$ cat config.mk
export PLATFORM = sky130hd
export DESIGN_NAME = can_fault_conf
export DESIGN_NICKNAME = d
export VERILOG_FILES = /design/src/rtl/can_fc_pkg.sv /design/src/rtl/can_fc_domrun.sv /design/src/rtl/can_fc_tec.sv /design/src/rtl/can_fc_rec.sv /design/src/rtl/can_fc_recov.sv /design/src/rtl/can_fault_conf.sv
export SDC_FILE = /design/constraint.sdc
export NUM_CORES = 1
export LEC_CHECK = 0
export ABC_AREA = 1
export BUFFER_PORTS_ARGS = -buffer_cell sky130_fd_sc_hd__buf_2
export CELL_PAD_IN_SITES_DETAIL_PLACEMENT = 2
export CELL_PAD_IN_SITES_GLOBAL_PLACEMENT = 2
export CORE_MARGIN = 2
export CORE_UTILIZATION = 32
export CTS_BUF_LIST = sky130_fd_sc_hd__clkbuf_8 sky130_fd_sc_hd__clkbuf_16
export CTS_CLUSTER_DIAMETER = 150
export DETAILED_ROUTE_END_ITERATION = 12
export PLACE_DENSITY = 0.86
export RECOVER_POWER = 50
export SETUP_SLACK_MARGIN = 0.05
export SLEW_MARGIN = 20
export SYNTH_ARGS = -nofsm -noshare
export SYNTH_HDL_FRONTEND = slang
export SYNTH_SLANG_ARGS = --single-unit
$ cat constraint.sdc
create_clock -name clk -period 3.3 [get_ports clk]
set_input_delay 0.33 -clock clk [delete_from_list [all_inputs] [get_ports clk]]
set_output_delay 0.33 -clock clk [all_outputs]
set_load 0.03 [all_outputs]
$ cat src/rtl/can_fc_pkg.sv
package can_fc_pkg;
  typedef enum logic [1:0] {
    ST_ACTIVE  = 2'd0,
    ST_PASSIVE = 2'd1,
    ST_BUSOFF  = 2'd2
  } node_st_e;
endpackage

$ cat src/rtl/can_fc_domrun.sv
// Counts consecutive dominant bits after a flag and emits a penalty strobe
// when a run threshold is reached (long first run after an active flag).
module can_fc_domrun #(
  parameter int FIRST_RUN = 14,
  parameter int NEXT_RUN  = 8
) (
  input  logic clk,
  input  logic rst_n,
  input  logic act_start_i,
  input  logic pas_start_i,
  input  logic dom_bit_i,
  input  logic dom_break_i,
  output logic penalty_o
);
  localparam int MAXR  = (FIRST_RUN > NEXT_RUN) ? FIRST_RUN : NEXT_RUN;
  localparam int CNT_W = $clog2(MAXR + 1);

  logic [CNT_W-1:0] cnt_q, cnt_d;
  logic             first_q, first_d;
  logic             kindp_q, kindp_d;
  logic [CNT_W-1:0] thr;

  always_comb begin
    cnt_d     = cnt_q;
    first_d   = first_q;
    kindp_d   = kindp_q;
    penalty_o = 1'b0;
    thr       = (kindp_q || first_q) ? CNT_W'(NEXT_RUN) : CNT_W'(FIRST_RUN);
    if (act_start_i || pas_start_i) begin
      kindp_d = pas_start_i && !act_start_i;
      cnt_d   = '0;
      first_d = 1'b0;
    end else if (dom_break_i) begin
      cnt_d   = '0;
      first_d = 1'b0;
    end else if (dom_bit_i) begin
      if (cnt_q + CNT_W'(1) == thr) begin
        penalty_o = 1'b1;
        cnt_d     = '0;
        first_d   = 1'b1;
      end else begin
        cnt_d = cnt_q + CNT_W'(1);
      end
    end
  end

  always_ff @(posedge clk or negedge rst_n) begin
    if (!rst_n) begin
      cnt_q   <= '0;
      first_q <= 1'b0;
      kindp_q <= 1'b0;
    end else begin
      cnt_q   <= cnt_d;
      first_q <= first_d;
      kindp_q <= kindp_d;
    end
  end
endmodule

$ cat src/rtl/can_fc_tec.sv
// Transmit error counter with bus-off detection on an add in the top band.
module can_fc_tec #(
  parameter int W      = 8,
  parameter int STEP   = 8,
  parameter int SAT_LO = 248
) (
  input  logic         clk,
  input  logic         rst_n,
  input  logic         inc_i,
  input  logic         dec_i,
  input  logic         freeze_i,
  input  logic         clear_i,
  output logic [W-1:0] tec_o,
  output logic         ovf_o
);
  logic [W-1:0] tec_q, tec_d;
  logic         en;

  assign ovf_o = inc_i && !freeze_i && (tec_q >= W'(SAT_LO));
  assign en    = clear_i || (!freeze_i && (inc_i || dec_i));

  always_comb begin
    tec_d = tec_q;
    if (clear_i) begin
      tec_d = '0;
    end else if (inc_i) begin
      if (tec_q < W'(SAT_LO)) tec_d = tec_q + W'(STEP);
    end else if (dec_i) begin
      if (tec_q != '0) tec_d = tec_q - W'(1);
    end
  end

  always_ff @(posedge clk or negedge rst_n) begin
    if (!rst_n)  tec_q <= '0;
    else if (en) tec_q <= tec_d;
  end

  assign tec_o = tec_q;
endmodule

$ cat src/rtl/can_fc_rec.sv
// Receive error counter with saturation into the receive-passive flag and
// reload on a clean reception while passive.
module can_fc_rec #(
  parameter int W      = 7,
  parameter int STEP   = 8,
  parameter int RELOAD = 119
) (
  input  logic         clk,
  input  logic         rst_n,
  input  logic         inc8_i,
  input  logic         inc1_i,
  input  logic         ok_i,
  input  logic         freeze_i,
  input  logic         clear_i,
  output logic [W-1:0] rec_o,
  output logic         pas_o
);
  localparam int MAXV = (1 << W) - 1;

  logic [W-1:0] rec_q, rec_d;
  logic         pas_q, pas_d;
  logic [W:0]   sum;
  logic         inc_any;
  logic         en;

  assign inc_any = (inc8_i || inc1_i) && !pas_q;
  assign sum     = {1'b0, rec_q} + (inc8_i ? (W+1)'(STEP) : (W+1)'(1));
  assign en      = clear_i || (!freeze_i && (inc_any || ok_i));

  always_comb begin
    rec_d = rec_q;
    pas_d = pas_q;
    if (clear_i) begin
      rec_d = '0;
      pas_d = 1'b0;
    end else if (inc_any) begin
      if (sum > (W+1)'(MAXV)) begin
        rec_d = W'(MAXV);
        pas_d = 1'b1;
      end else begin
        rec_d = sum[W-1:0];
      end
    end else if (ok_i) begin
      if (pas_q) begin
        rec_d = W'(RELOAD);
        pas_d = 1'b0;
      end else if (rec_q != '0) begin
        rec_d = rec_q - W'(1);
      end
    end
  end

  always_ff @(posedge clk or negedge rst_n) begin
    if (!rst_n) begin
      rec_q <= '0;
      pas_q <= 1'b0;
    end else if (en) begin
      rec_q <= rec_d;
      pas_q <= pas_d;
    end
  end

  assign rec_o = rec_q;
  assign pas_o = pas_q;
endmodule

$ cat src/rtl/can_fc_recov.sv
// Counts recessive-sequence reports during bus-off; strobes on the last one.
module can_fc_recov #(
  parameter int COUNT = 128
) (
  input  logic clk,
  input  logic rst_n,
  input  logic busoff_i,
  input  logic seq_i,
  output logic done_o
);
  localparam int CW = $clog2(COUNT + 1);

  logic [CW-1:0] cnt_q, cnt_d;
  logic          en;

  assign done_o = busoff_i && seq_i && (cnt_q == CW'(COUNT - 1));
  assign en     = !busoff_i || seq_i;

  always_comb begin
    if (!busoff_i || done_o) cnt_d = '0;
    else                     cnt_d = cnt_q + CW'(1);
  end

  always_ff @(posedge clk or negedge rst_n) begin
    if (!rst_n)  cnt_q <= '0;
    else if (en) cnt_q <= cnt_d;
  end
endmodule

$ cat src/rtl/can_fault_conf.sv
module can_fault_conf
  import can_fc_pkg::*;
#(
  parameter int TEC_W      = 8,
  parameter int REC_W      = 7,
  parameter int BIG_STEP   = 8,
  parameter int PASS_LVL   = 127,
  parameter int WARN_LVL   = 96,
  parameter int REC_RELOAD = 119,
  parameter int FIRST_RUN  = 14,
  parameter int NEXT_RUN   = 8,
  parameter int RECOV_CNT  = 128
) (
  input  logic             clk,
  input  logic             rst_n,
  input  logic             role_tx_i,
  input  logic             err_det_i,
  input  logic             err_in_flag_i,
  input  logic             flag_start_i,
  input  logic             exc_ack_i,
  input  logic             exc_stuff_i,
  input  logic             ovl_start_i,
  input  logic             flag_bit_err_i,
  input  logic             first_dom_i,
  input  logic             dom_bit_i,
  input  logic             dom_break_i,
  input  logic             tx_ok_i,
  input  logic             rx_ok_i,
  input  logic             rec11_i,
  output logic [TEC_W-1:0] tec_o,
  output logic [REC_W-1:0] rec_o,
  output logic             rx_passive_o,
  output logic [1:0]       state_o,
  output logic             flag_passive_o,
  output logic             warn_o
);
  localparam int SAT_LO = (1 << TEC_W) - BIG_STEP;

  logic     busoff_q, busoff_d;
  logic     dom_pen;
  logic     act_start, pas_start;
  logic     tec_inc, rec_inc8, rec_inc1;
  logic     tec_ovf, recov_done;
  node_st_e st;

  // Flag kind is taken from the registered state, i.e. before this event.
  assign act_start = (flag_start_i && !flag_passive_o) || ovl_start_i;
  assign pas_start = flag_start_i && flag_passive_o && !ovl_start_i;

  can_fc_domrun #(.FIRST_RUN(FIRST_RUN), .NEXT_RUN(NEXT_RUN)) u_domrun (
    .clk        (clk),
    .rst_n      (rst_n),
    .act_start_i(act_start),
    .pas_start_i(pas_start),
    .dom_bit_i  (dom_bit_i),
    .dom_break_i(dom_break_i),
    .penalty_o  (dom_pen)
  );

  assign tec_inc = role_tx_i &&
                   ((flag_start_i && !exc_ack_i && !exc_stuff_i) ||
                    flag_bit_err_i || dom_pen);
  assign rec_inc8 = !role_tx_i && (first_dom_i || flag_bit_err_i || dom_pen);
  assign rec_inc1 = !role_tx_i && err_det_i && !err_in_flag_i;

  can_fc_tec #(.W(TEC_W), .STEP(BIG_STEP), .SAT_LO(SAT_LO)) u_tec (
    .clk     (clk),
    .rst_n   (rst_n),
    .inc_i   (tec_inc),
    .dec_i   (tx_ok_i),
    .freeze_i(busoff_q),
    .clear_i (recov_done),
    .tec_o   (tec_o),
    .ovf_o   (tec_ovf)
  );

  can_fc_rec #(.W(REC_W), .STEP(BIG_STEP), .RELOAD(REC_RELOAD)) u_rec (
    .clk     (clk),
    .rst_n   (rst_n),
    .inc8_i  (rec_inc8),
    .inc1_i  (rec_inc1),
    .ok_i    (rx_ok_i),
    .freeze_i(busoff_q),
    .clear_i (recov_done),
    .rec_o   (rec_o),
    .pas_o   (rx_passive_o)
  );

  can_fc_recov #(.COUNT(RECOV_CNT)) u_recov (
    .clk     (clk),
    .rst_n   (rst_n),
    .busoff_i(busoff_q),
    .seq_i   (rec11_i),
    .done_o  (recov_done)
  );

  always_comb begin
    if (busoff_q) busoff_d = !recov_done;
    else          busoff_d = tec_ovf;
  end

  always_ff @(posedge clk or negedge rst_n) begin
    if (!rst_n) busoff_q <= 1'b0;
    else        busoff_q <= busoff_d;
  end

  always_comb begin
    if (busoff_q)
      st = ST_BUSOFF;
    else if ((tec_o > TEC_W'(PASS_LVL)) || rx_passive_o)
      st = ST_PASSIVE;
    else
      st = ST_ACTIVE;
  end

  assign state_o        = st;
  assign flag_passive_o = (st != ST_ACTIVE);
  assign warn_o         = (tec_o >= TEC_W'(WARN_LVL)) ||
                          ({1'b0, rec_o} >= (REC_W+1)'(WARN_LVL));
endmodule

==> results.tsv <==
stage	metric	value	unit
cells_and_area	Syn-to-layout area delta	13.79	%
min_path	HP Class	in2reg	
clock_tree	root buffer cell	clkbuf_8	
power	Max VDD drop	379.2	uV
setup_path	Max stage delay cell, worst path	dfrtp_1	
synth	average size of a mapped cell	6.986	um2
timing	Fin Setup TNS	0	ns
timing	Tcrit/Tclk final	0.8479	
timing	Rel. slew slack	-0.2618	
drt	initial drt markers	61	
die	full die area	0.008196	mm2
place	global placer's final weighted congestion	0.8118	
place	dpl hpwl	5928	um
global_route	vias in the first global route	2642	
synth	Synth Instances	343	
place	port buffer count	35	
cells_and_area	Final nets	404	
global_route	largest net degree at the start of global routing	32	
clock_tree	clk sinks	31	
run	maxcap violations	1	
setup_path	Critical Path End Type	register	
cells_and_area	layout cells sized above 1	0.1561	
die	starting density of the core	0.3303	
cells_and_area	n_diodes	0	
setup_path	CP Launch Type	register	
timing	Tmin final	2.798	ns
cells_and_area	fin cells	477	
timing	fin. max-slew vios	32	
setup_path	most frequent cell on the critical path	nand2_1	
synth	synthesized area	0.002396	mm2
clock_tree	TritonCTS Buffers	5	
die	Die Y	90.53	um
setup_path	critical path cell sequence	ha_1 > inv_1 > nor2_1 > nand2_1 > nand2_1 > nand3_2 > nand2_2 > nand2_4 > inv_1 > ha_1 > nand4_1 > nand2_1 > nand2_1 > nor2_1 > inv_1 > nand2_1 > nor2_1 > nor2_1 > nand2_1 > nand2_1	
cells_and_area	Filler Cell Count	928	
die	core area	0.007253	mm2
timing	Setup-failing EPs final	0	
drt	per-cell routed wire length	15.97	um
outcome	failing checks	max-capacitance violations, max-slew violations	
synth	Synth Register Bits	31	
synth	ys async rst share	1.000	
synth	proportion of synthesized chip area in sequential cells	0.3238	
power	internal power	1109	uW
power	Pwr Density	864.9	mW/mm2
die	FP Rows	31	
drt	Remaining DRCs	0	
clock_tree	cts hold-fix bufs	0	
power	sequential share of power	0.292	
clock_tree	CTS tree	built	
timing	clk_skew	0.006634	ns
drt	Vias	2411	
timing	slew of the pin with the lowest slew margin	1.893	ns
drt	WL final	7618	um
global_route	initial antenna violation count	0	
timing	WHS	0.3062	ns
cells_and_area	Multi-input gate area	0.001376	mm2
synth	Netlist cell types	34	
drt	Routed Antenna Nets	0	
outcome	status	finished with violations	
timing	unrepaired setup endpoints after global routing	false	
die	Die Span X	90.53	um
drt	drt first pass iters	4	
setup_path	WP data required	3.53	ns
die	number of I/O pins	36	
setup_path	critical path class	reg2reg	
synth	number of flops mapped to enable cells by yosys	0	
synth	ys flop type	dfrtp_1	
setup_path	crit path max fanout	5	
clock_tree	setup repair bufs after CTS	0	
power	combinational power share	0.559	
setup_path	origin of the worst setup path	u_domrun.cnt_q[0]	
setup_path	CP peak stage delay	0.41	ns
place	placed cells	469	
power	Net Sw Frac	0.5297	
clock_tree	# H-tree levels	2	
setup_path	RR Startpoint	u_domrun.cnt_q[0]	
setup_path	worst path arrival time	3.03	ns
clock_tree	clk buf depth	2	
synth	Yosys warnings	0	
cells_and_area	storage element area	775.7	um2
min_path	Hold Startpoint	ovl_start_i	
global_route	gr usage total	0.1969	
power	Clock power frac	0.149	
synth	Synthesized Nets	370	
global_route	first-pass GRT wire length	13150	um
power	Net Sw Power	1249	uW
clock_tree	Reg clk slew, reported paths	0.07	ns
timing	Peak Freq	0.3574	GHz
global_route	global route overflow	0	
clock_tree	post-cts sizing count	0	
clock_tree	worst-skew pair later-pin latency	0.29	ns
timing	Fin. Hold Viols	0	
drt	Via density	5.055	
power	Pleak	0.001398	uW
through the flow:
stage | setup WS [ns] | util | cell area (um2) | power [uW]
after detailed placement | 0.5448 | 0.3642 | 2641 | 2031
after CTS | 0.4856 | 0.3780 | 2741 | 2397
final | 0.5019 | 0.3759 | 2726 | 2358
after floorplan | 0.9209 | - | 2396 | 1631
after global routing | 0.1722 | 0.3759 | 2726 | 2568
after global placement | 0.7657 | 0.3642 | 2641 | 1954
metal layers:
metal,part of all wire,routed length (um),up-vias,global-route usage
met5,0,0,-,0
met4,0.012,94,0,0.05000
met1,0.47,3578,1210,0.2521
met3,0.023,174,7,0.03005
li1,-,-,1166,-
met2,0.50,3771,28,0.3458
flip-flops by register name, summed over array words and instances (netlist names):
signal            cells
u_recov.cnt_q         8
u_tec.tec_o           8
u_rec.rec_o           7
u_domrun.cnt_q        4
busoff_q              1
u_domrun.first_q      1
u_domrun.kindp_q      1
u_rec.pas_o           1
worst max-delay path: cells and delay by family, from the launching register on:
kind / cells / cell delay [ns]
buffers and inverters: 3 / 0.25
AND/OR/NAND/NOR: 15 / 1.42
flip-flops: 1 / 0.41
adder cells (fa/ha/maj): 2 / 0.64
synthesized netlist by cell type (5+ instances only):
| library cell | n | area share |
|---|---|---|
| ha_1 | 11 | 0.057 |
| a21oi_1 | 10 | 0.021 |
| nand4_1 | 11 | 0.029 |
| nand2_2 | 7 | 0.018 |
| nor3_1 | 7 | 0.015 |
| nand2_1 | 87 | 0.14 |
| o21ai_0 | 13 | 0.027 |
| nand2_4 | 5 | 0.023 |
| xor2_1 | 11 | 0.040 |
| nand3_1 | 24 | 0.050 |
| nor2_1 | 36 | 0.056 |
| dfrtp_1 | 31 | 0.32 |
| inv_1 | 46 | 0.072 |
power groups by stage:
| stage | Sequential (uW) | Combinational (uW) | Clock, uW |
|---|---|---|---|
| detailed placement | 694 | 1340 | 0 |
| CTS | 687 | 1350 | 360 |
| finish | 688 | 1320 | 351 |
| global route | 713 | 1490 | 368 |
| global placement | 682 | 1270 | 0 |
| floorplan | 793 | 839 | 0 |
logic make-up (layout without fill, tap and decap cells):
logic type      after synthesis  count (layout)  share of synthesized area
compound gates               39              39                    0.09713
xor+xnor                     15              15                    0.05483
buf+inv                      58              93                     0.1008
simple gates                189             189                     0.3661
flops                        31              31                     0.3238
fa+ha+maj                    11              11                    0.05744
area by class of cell:
cell class	instances	area share
clock inverters	1	0.001377
repair buffers	35	0.05966
inverters	50	0.06884
clock buffers	7	0.03534
flip-flops and latches	31	0.2845
multi-input cells	254	0.5048
well taps	99	0.04543
layout by cell type, fill, tap and decap left out, drive strengths merged:
master  count
nand3b      1
o22ai       4
o21ai      16
ha         11
nor3        7
xnor2       4
nand2      99
o211ai      1
dfrtp      31
buf        25
a31o        1
nand4      12
clkbuf     17
nor2       40
nand3      25
or2         5
a211oi      4
o31ai       1
xor2       11
a21oi      11
a22oi       1
inv        51
path summary, 6_finish.rpt:
| check | end | slack, ns | cells after the start |
|---|---|---|---|
| worst max register to register | u_rec.rec_o[6] | 0.50 | 20 |
| worst max-delay path | u_rec.rec_o[6] | 0.50 | 20 |
| max in group asynchronous | u_domrun.kindp_q | 1.66 | 1 |
| worst min-delay path | u_domrun.kindp_q | 0.31 | 4 |
| worst min register to register | u_recov.cnt_q[1] | 0.52 | 2 |
| min in group asynchronous | u_recov.cnt_q[3] | 0.55 | 1 |
Note: power is estimated with default switching activity, not from simulation.
